[config.mk]
export PLATFORM = sky130hd
export DESIGN_NAME = usb_in_ep_ctrl
export DESIGN_NICKNAME = d
export VERILOG_FILES = /design/src/rtl/usb_in_ep_ctrl.sv
export SDC_FILE = /design/constraint.sdc
export NUM_CORES = 1
export LEC_CHECK = 0
export BUFFER_PORTS_ARGS = -buffer_cell sky130_fd_sc_hd__buf_4
export CAP_MARGIN = 15
export CORE_MARGIN = 5
export CORE_UTILIZATION = 35
export DETAILED_ROUTE_END_ITERATION = 6
export PLACE_DENSITY = 0.7
export SLEW_MARGIN = 10
export SYNTH_ARGS = -nofsm -noshare
export SYNTH_HDL_FRONTEND = slang
export SYNTH_SLANG_ARGS = --single-unit
[constraint.sdc]
create_clock -name clk -period 1.9 [get_ports clk]
set_input_delay 0 -clock clk [delete_from_list [all_inputs] [get_ports clk]]
set_output_delay 0 -clock clk [all_outputs]
set_load 0.05 [all_outputs]
[src/rtl/usb_in_ep_ctrl.sv]
module usb_in_ep_ctrl #(
  parameter int SLOTS = 2
) (
  input  logic       clk,
  input  logic       rst_n,
  input  logic       bus_rst,
  input  logic       tok_in,
  input  logic       tok_sof,
  input  logic       ack_rx,
  input  logic       ep_en,
  input  logic       iso_en,
  input  logic       force_tgl,
  input  logic       sof_hold,
  input  logic       pkt_load,
  input  logic       stall_wr,
  input  logic       stall_val,
  input  logic       tgl_clr,
  input  logic       flush,
  input  logic       stl_ack,
  input  logic       urun_ack,
  output logic       resp_vld,
  output logic [2:0] resp_code,
  output logic       resp_pid,
  output logic       pkt_rdy,
  output logic       fifo_ne,
  output logic       urun_flag,
  output logic       stl_flag,
  output logic       irq
);
  localparam int CW = $clog2(SLOTS + 1);
  localparam logic [2:0] C_SIL = 3'd0, C_NAK = 3'd1, C_STL = 3'd2, C_DAT = 3'd3, C_ZLP = 3'd4;
  localparam logic [CW-1:0] FULL = CW'(SLOTS);

  logic [CW-1:0] cnt;
  logic tgl, stall, await_ack, armed;
  logic [2:0] code;

  wire has_pkt = cnt != '0;

  always_comb begin
    if (!ep_en)      code = C_SIL;
    else if (stall)  code = C_STL;
    else if (iso_en) code = (has_pkt && (!sof_hold || armed)) ? C_DAT : C_ZLP;
    else             code = has_pkt ? C_DAT : C_NAK;
  end

  wire sent     = tok_in && code == C_DAT;
  wire iso_snd  = sent && iso_en;
  wire frc_snd  = sent && !iso_en && force_tgl;
  wire ack_hit  = ack_rx && await_ack && !tok_in;
  wire retire   = iso_snd || frc_snd || ack_hit;
  wire flip     = frc_snd || ack_hit;
  wire stl_evt  = tok_in && code == C_STL;
  wire urun_evt = tok_in && code == C_ZLP && !has_pkt;
  wire load_ok  = pkt_load && cnt != FULL;

  assign pkt_rdy = cnt == FULL;
  assign fifo_ne = has_pkt;

  always_ff @(posedge clk or negedge rst_n) begin
    if (!rst_n) begin
      cnt <= '0; tgl <= 1'b0; stall <= 1'b0; await_ack <= 1'b0; armed <= 1'b0;
      stl_flag <= 1'b0; urun_flag <= 1'b0;
      resp_vld <= 1'b0; resp_code <= C_SIL; resp_pid <= 1'b0; irq <= 1'b0;
    end else if (bus_rst) begin
      cnt <= '0; tgl <= 1'b0; stall <= 1'b0; await_ack <= 1'b0; armed <= 1'b0;
      stl_flag <= 1'b0; urun_flag <= 1'b0;
      resp_vld <= 1'b0; resp_code <= C_SIL; resp_pid <= 1'b0; irq <= 1'b0;
    end else begin
      resp_vld  <= tok_in;
      resp_code <= tok_in ? code : C_SIL;
      resp_pid  <= sent && !iso_en && tgl;
      irq       <= stl_evt || urun_evt || retire;

      if (stall_wr) stall <= stall_val;

      if (stl_evt)       stl_flag <= 1'b1;
      else if (stl_ack)  stl_flag <= 1'b0;
      if (urun_evt)      urun_flag <= 1'b1;
      else if (urun_ack) urun_flag <= 1'b0;

      if (tgl_clr)   tgl <= 1'b0;
      else if (flip) tgl <= ~tgl;

      if (flush) begin
        cnt <= '0; await_ack <= 1'b0; armed <= 1'b0;
      end else begin
        cnt <= cnt + CW'(load_ok) - CW'(retire);
        if (tok_in)      await_ack <= sent && !iso_en && !force_tgl;
        else if (ack_rx) await_ack <= 1'b0;
        if (tok_sof && has_pkt) armed <= 1'b1;
        else if (iso_snd)       armed <= 1'b0;
      end
    end
  end
endmodule


==> out/results.ini, run 1 <==
[sta]
finalHoldViolCount = 1
slew_headroom_pct = 81.5
final-setup-viol-count = 0
rsz0062_at_grt = yes
drv_slew = 0
fin_skew_ns = 0.00283
post-route-period-util_pct = 97.2
period_needed_ns = 1.85
tns_ns = 0
tightest_slew_ns = 0.274
max_freq_ghz = 0.542
hold_ws_ns = -0.00274

[synth]
synth_commonest_cells = dfrtp_1, nand2_1, nor2_1
synth_warnings = 0
netlist_top_cells_area = dfrtp_1, a2111oi_4, a41oi_4
synth_flop_cell = dfrtp_1
syn_nets = 87
ys_seq_area_share_pct = 47.0
synth-edff-count = 0
yosysTopAreaCellShare_pct = 47.0
avgSynthCellArea_um2 = 11.0
async_reset_ff_share_pct = 100
synthCells = 68
synth-seq-cells = 14
yosys.area.top_type = dfrtp_1
yosysUniqueCellTypes = 33
synthMostInstantiatedCell = dfrtp_1
synth_area_um2 = 746

[critical_path]
critPathArrivalTime_ns = 2.02
endpoint_kind = register
rr_worst_depth = 10
path_class = register to register
required_ns = 2.07
path_max_fanout = 4
r2r_slack_ns = 0.05
cp-startpoint = cnt[1]$_DFF_PN0_
r2r-start = cnt[1]$_DFF_PN0_
start_kind = register

[global_routing]
overflow = 0
antenna_found_initial = 0
track_usage_pct = 13.4
grt_first_pass_wirelength_um = 3370
grt_start_max_net_pins = 15
grt_pass1_vias = 764

[finish]
drive_above_1_share_pct = 44.8
antenna_cells = 0
final_area_mm2 = 0.00121
syn_to_final_growth_pct = 62.4
nets = 136

[placement]
place_congestion = 0.729
port_buffers = 26
hpwlAfterDp_um = 1370
placed_area_mm2 = 0.00103

[clock_network]
insertion_delay_ns = 0.28
root_buffer = clkbuf_4
clk_pin_slew_ns = 0.09
clkSinkCount = 14
clock_path_buffers = 2
cts_buffers = 3
cts_tree = yes
h-tree-depth = 1

[status]
violations = hold timing
status = finished with violations

[pwr]
pwr_density_cell_mw_per_mm2 = 569
leakagePower_nw = 0.576
vdd_drop_max_uv = 396

[floorplan]
ios = 27
die_area_mm2 = 0.00315
num_rows = 16
start_util_pct = 37.2
coreArea_mm2 = 0.00200
die_y_um = 56.2
fp.dieW_um = 56.2

[route]
drtIter0Drc = 14
drc_errors = 0
ant_nets = 0
vias_per_cell = 4.97
vias = 711
first_pass_iters = 4
finalWirelength_um = 1870
wire_per_inst_um = 13.0

[worst_hold_path]
min_path_cells = 3
worstHoldPathType = input port to register
hp-start = flush

[job]
maxCapViolCount = 0

[critical path: stages (launching register included)]
cell	delay, ns
dfrtp_2	0.45
nor2_4	0.18
inv_6	0.05
a41oi_4	0.13
nand2_1	0.08
ha_1	0.28
inv_2	0.04
ha_4	0.15
xnor2_2	0.12
xnor2_1	0.12
and2_1	0.14
[what timing repair did]
item                                   CTS  global route
endpoints found under the hold margin   24             0
hold buffers                            10             0
setup buffers                            0             4
setup endpoints to repair                0             1
gates resized for setup                  0             3
[layer usage]
layer  vias up  global-route usage (%)  share of wire [%]
met2        31                    21.2                 48
met4         0                    7.12                2.7
met3         6                    4.41                7.3
li1        341                       -                  -
met1       333                    16.0                 42
met5         -                       0                  0
[sequential cells by signal, indices dropped and copies added, names as in the netlist]
signal     flops
urun_flag      1
irq            1
resp_pid       1
tgl            1
resp_code      3
armed          1
cnt            2
await_ack      1
stall          1
stl_flag       1
resp_vld       1
[layout make-up]
class / instances / area (µm²)
multi-input combinational: 51 / 413
timing repair buffer: 45 / 363
inverter: 2 / 12.5
tap: 27 / 33.8
clock buffer: 4 / 36.3
fill: 179 / 791
sequential: 14 / 353
[cells by family (layout without fill, tap and decap cells)]
| group | after synthesis | after routing | share of synthesized area (%) |
|---|---|---|---|
| compound gates | 12 | 12 | 15.3 |
| fa+ha+maj | 2 | 2 | 3.36 |
| mux | 2 | 2 | 2.68 |
| flops | 14 | 14 | 47.0 |
| buf+inv | 3 | 51 | 2.01 |
| xor+xnor | 2 | 2 | 2.35 |
| simple gates | 33 | 33 | 27.3 |
[final timing paths]
| kind | endpoint |
|---|---|
| max | cnt[1]$_DFF_PN0_ |
| min | await_ack$_DFFE_PN0P_ |
| max reg2reg | cnt[1]$_DFF_PN0_ |
| min reg2reg | tgl$_DFFE_PN0P_ |
| max in group asynchronous | cnt[1]$_DFF_PN0_ |
| min in group asynchronous | resp_code[0]$_DFF_PN0_ |
[metrics by stage]
step                      power, W  setup WS (ns)  util (%)  std cells
after detailed placement  0.000456         0.0435      51.6        125
after floorplan           0.000390      -0.000606         -         68
after global placement    0.000454         0.0979      51.6        125
after CTS                 0.000681         0.0168      58.4        139
final                     0.000689         0.0540      60.5        143
after global routing      0.000714        -0.0272      60.5        143
[report_power, final]
| part | total [W] | switching (W) | internal [W] |
|---|---|---|---|
| combinational | 0.000163 | 0.0000863 | 0.0000767 |
| sequential | 0.000311 | 0.00000500 | 0.000306 |
| clock | 0.000215 | 0.0000986 | 0.000117 |
| total | 0.000689 | 0.000190 | 0.000499 |
[cells in the final DEF, fill, tap and decap left out, drive strengths merged, types with 2 or more instances in the layout]
master	n
mux2i	2
nand2b	3
ha	2
nor2b	3
and2	3
nor2	6
a21oi	3
clkbuf	4
nand2	6
xnor2	2
inv	2
o21ai	3
dlygate4sd3	10
buf	35
dfrtp	14
nor3b	3
Power figures use the tool's default switching activity.
==> run 2, diff against run 1 <==
==> constraint.sdc (replaced) <==
create_clock -name clk -period 1.9 [get_ports clk]
set_input_delay 0 -clock clk [delete_from_list [all_inputs] [get_ports clk]]
set_output_delay 0 -clock clk [all_outputs]
set_load 0.01 [all_outputs]
==> run 2 against run 1 <==
The flow now finishes without violations. Via count decreased by 2.4%. Critical path depth decreased by 1. Critical endpoint unchanged. Sequential cell count did not move. Design area down 3.5%. Critical path type unchanged. Final cell count fell by 2.1%. Count of clock-buffer cells in the layout is the same. Combinational power shrank 18%. Die area did not move. First-iteration DRC count rose by 21%. Clock power down 2%. Largest power group unchanged.
==> out/results.ini, run 2 (same netlist as run 1, synthesis figures left out) <==
[global_routing]
antenna_found_initial = 0  ; unchanged
grt_first_pass_wirelength_um = 3080  ; -8.6%
grt_start_max_net_pins = 15  ; unchanged
overflow = 0  ; unchanged
track_usage_pct = 12.5  ; -0.89 points
grt_pass1_vias = 711  ; -6.9%

[finish]
largest_register = resp_code
top_regs = resp_code (3), cnt (2)
final_cell_mix = buf_4, dfrtp_1, dlygate4sd3_1
final_common_cell = buf_4
antenna_cells = 0  ; unchanged
drive_above_1_share_pct = 41.6  ; -3.2 points
syn_to_final_growth_pct = 56.7
n_fill_cell = 184  ; +2.8%
utilization_pct = 58.4  ; -2.1 points
largest_reg_flops = 3  ; unchanged
nets = 133  ; -2.2%

[pwr]
p_seq_share_pct = 47.5  ; +2.4 points
clockPowerShare_pct = 32.2  ; +1.0 points
leakagePower_nw = 0.564  ; -2.1%
internal-power_w = 0.000494  ; -1.1%
pwr_density_cell_mw_per_mm2 = 559  ; -1.8%
p_comb_share_pct = 20.3  ; -3.3 points
switching_share_pct = 24.4  ; -3.2 points
power.switching_w = 0.000159  ; -16%
power_w = 0.000653  ; -5.3%
vdd_drop_max_uv = 278  ; -30%

[clock_network]
clkSinkCount = 14  ; unchanged
insertion_delay_ns = 0.27  ; about the same
h-tree-depth = 1  ; unchanged
clk_pin_slew_ns = 0.08  ; about the same
clock_path_buffers = 2  ; unchanged
cts_buffers = 3  ; unchanged
root_buffer = clkbuf_4
cts_tree = yes

[worst_hold_path]
min_path_cells = 2  ; -1
worstHoldPathType = input port to register
hp-start = tok_in
holdPathEnd = resp_vld$_DFF_PN0_

[critical_path]
endpoint_kind = register
required_ns = 2.07  ; about the same
critPathArrivalTime_ns = 2.01  ; about the same
path_class = register to register
start_kind = register
rr_worst_depth = 9  ; -1
r2r-start = stall$_DFFE_PN0P_
slowest_delay_ns = 0.42  ; -0.03 ns
path_max_fanout = 4  ; unchanged
crit_chain = and4b_1, nand4_1, nand2_1, ha_1, inv_1, ha_2, xnor2_2, xnor2_1, and2_1
cp_slowest_cell = dfrtp_1
timing.rr.end = cnt[1]$_DFF_PN0_
r2r_slack_ns = 0.06  ; about the same

[job]
maxCapViolCount = 0  ; unchanged

[route]
vias = 694  ; -2.4%
vias_per_cell = 4.96  ; -0.30%
first_pass_iters = 4  ; unchanged
wire_per_inst_um = 13.2  ; +0.88%
drtIter0Drc = 17  ; +3
finalWirelength_um = 1840  ; -1.2%
ant_nets = 0  ; unchanged
drc_errors = 0  ; unchanged

[sta]
post-route-period-util_pct = 96.9  ; -0.27 points
hold_ws_ns = 0.00272  ; +0.00546 ns
fin_skew_ns = 0.00125  ; -0.00158 ns
tns_ns = 0  ; unchanged
period_needed_ns = 1.84  ; -0.00519 ns
final-setup-viol-count = 0  ; unchanged
tightest_slew_ns = 0.336  ; +0.0614 ns
finalHoldViolCount = 0  ; -1
slew_headroom_pct = 77.3  ; -4.2 points
max_freq_ghz = 0.543  ; +0.28%
drv_slew = 0  ; unchanged
rsz0062_at_grt = yes

[placement]
port_buffers = 26  ; unchanged
hpwlAfterDp_um = 1330  ; -2.7%
place_congestion = 0.820  ; +13%

[floorplan]
fp.dieW_um = 56.2  ; unchanged
die_y_um = 56.2  ; unchanged
die_area_mm2 = 0.00315  ; unchanged
start_util_pct = 37.2  ; unchanged
ios = 27  ; unchanged
num_rows = 16  ; unchanged
coreArea_mm2 = 0.00200  ; unchanged

[status]
status = complete, no violations

run 2: layer usage:
metal,track usage (%),vias to the layer above,wire length (µm)
met5,0,-,0
met4,7.46,0,61
met3,4.87,8,160
met2,19.9,34,874
met1,14.1,318,746
li1,-,334,-
run 2: what timing repair did:
item,in CTS,in global routing
hold buffers,9,0
buffers inserted,0,1
setup endpoints to repair,0,1
resized for setup,0,4
hold endpoints to repair,24,0
run 2: power groups by stage:
stage | registers [W] | logic [W] | clock network, W
3_3_place_gp | 0.000316 | 0.000113 | 0
3_5_place_dp | 0.000316 | 0.000115 | 0
2_1_floorplan | 0.000321 | 0.0000452 | 0
6_report | 0.000310 | 0.000133 | 0.000210
5_1_grt | 0.000312 | 0.000145 | 0.000231
4_1_cts | 0.000310 | 0.000129 | 0.000219
run 2: through the flow:
step	area, µm²	std cells	setup slack (ns)
4_1_cts	1150	139	0.0109
3_3_place_gp	1020	126	0.0908
2_1_floorplan	751	68	0.00163
6_report	1170	140	0.0592
5_1_grt	1170	140	-0.0233
3_5_place_dp	1020	126	0.0268
run 2: area by class of cell:
cell class                 count  area, µm²  share of cell area, %
multi-input combinational     51        397                   33.9
sequential                    14        350                   30.0
timing repair buffer          42        342                   29.2
clock buffer                   4       36.3                   3.10
tap                           27       33.8                   2.89
inverter                       2       10.0                  0.857
run 2: worst max-delay path, delay by kind of cell, from the launching register on:
kind                     cells  cell delay (ns)
AND/OR/NAND/NOR              4             0.67
flip-flops                   1             0.42
adder cells (fa/ha/maj)      2             0.40
XOR/XNOR                     2             0.19
buffers and inverters        1             0.06
run 2: worst max-delay path by stage:
stage / from / slack, ns / depth (start not counted) / to
finish: stall$_DFFE_PN0P_ / 0.06 / 9 / cnt[1]$_DFF_PN0_
floorplan: cnt[1]$_DFF_PN0_ / 0.002 / 10 / cnt[1]$_DFF_PN0_
global placement: cnt[1]$_DFF_PN0_ / 0.09 / 10 / cnt[1]$_DFF_PN0_
global route: await_ack$_DFFE_PN0P_ / -0.02 / 9 / cnt[1]$_DFF_PN0_
detailed placement: cnt[1]$_DFF_PN0_ / 0.03 / 10 / cnt[1]$_DFF_PN0_
CTS: cnt[1]$_DFF_PN0_ / 0.01 / 10 / cnt[1]$_DFF_PN0_
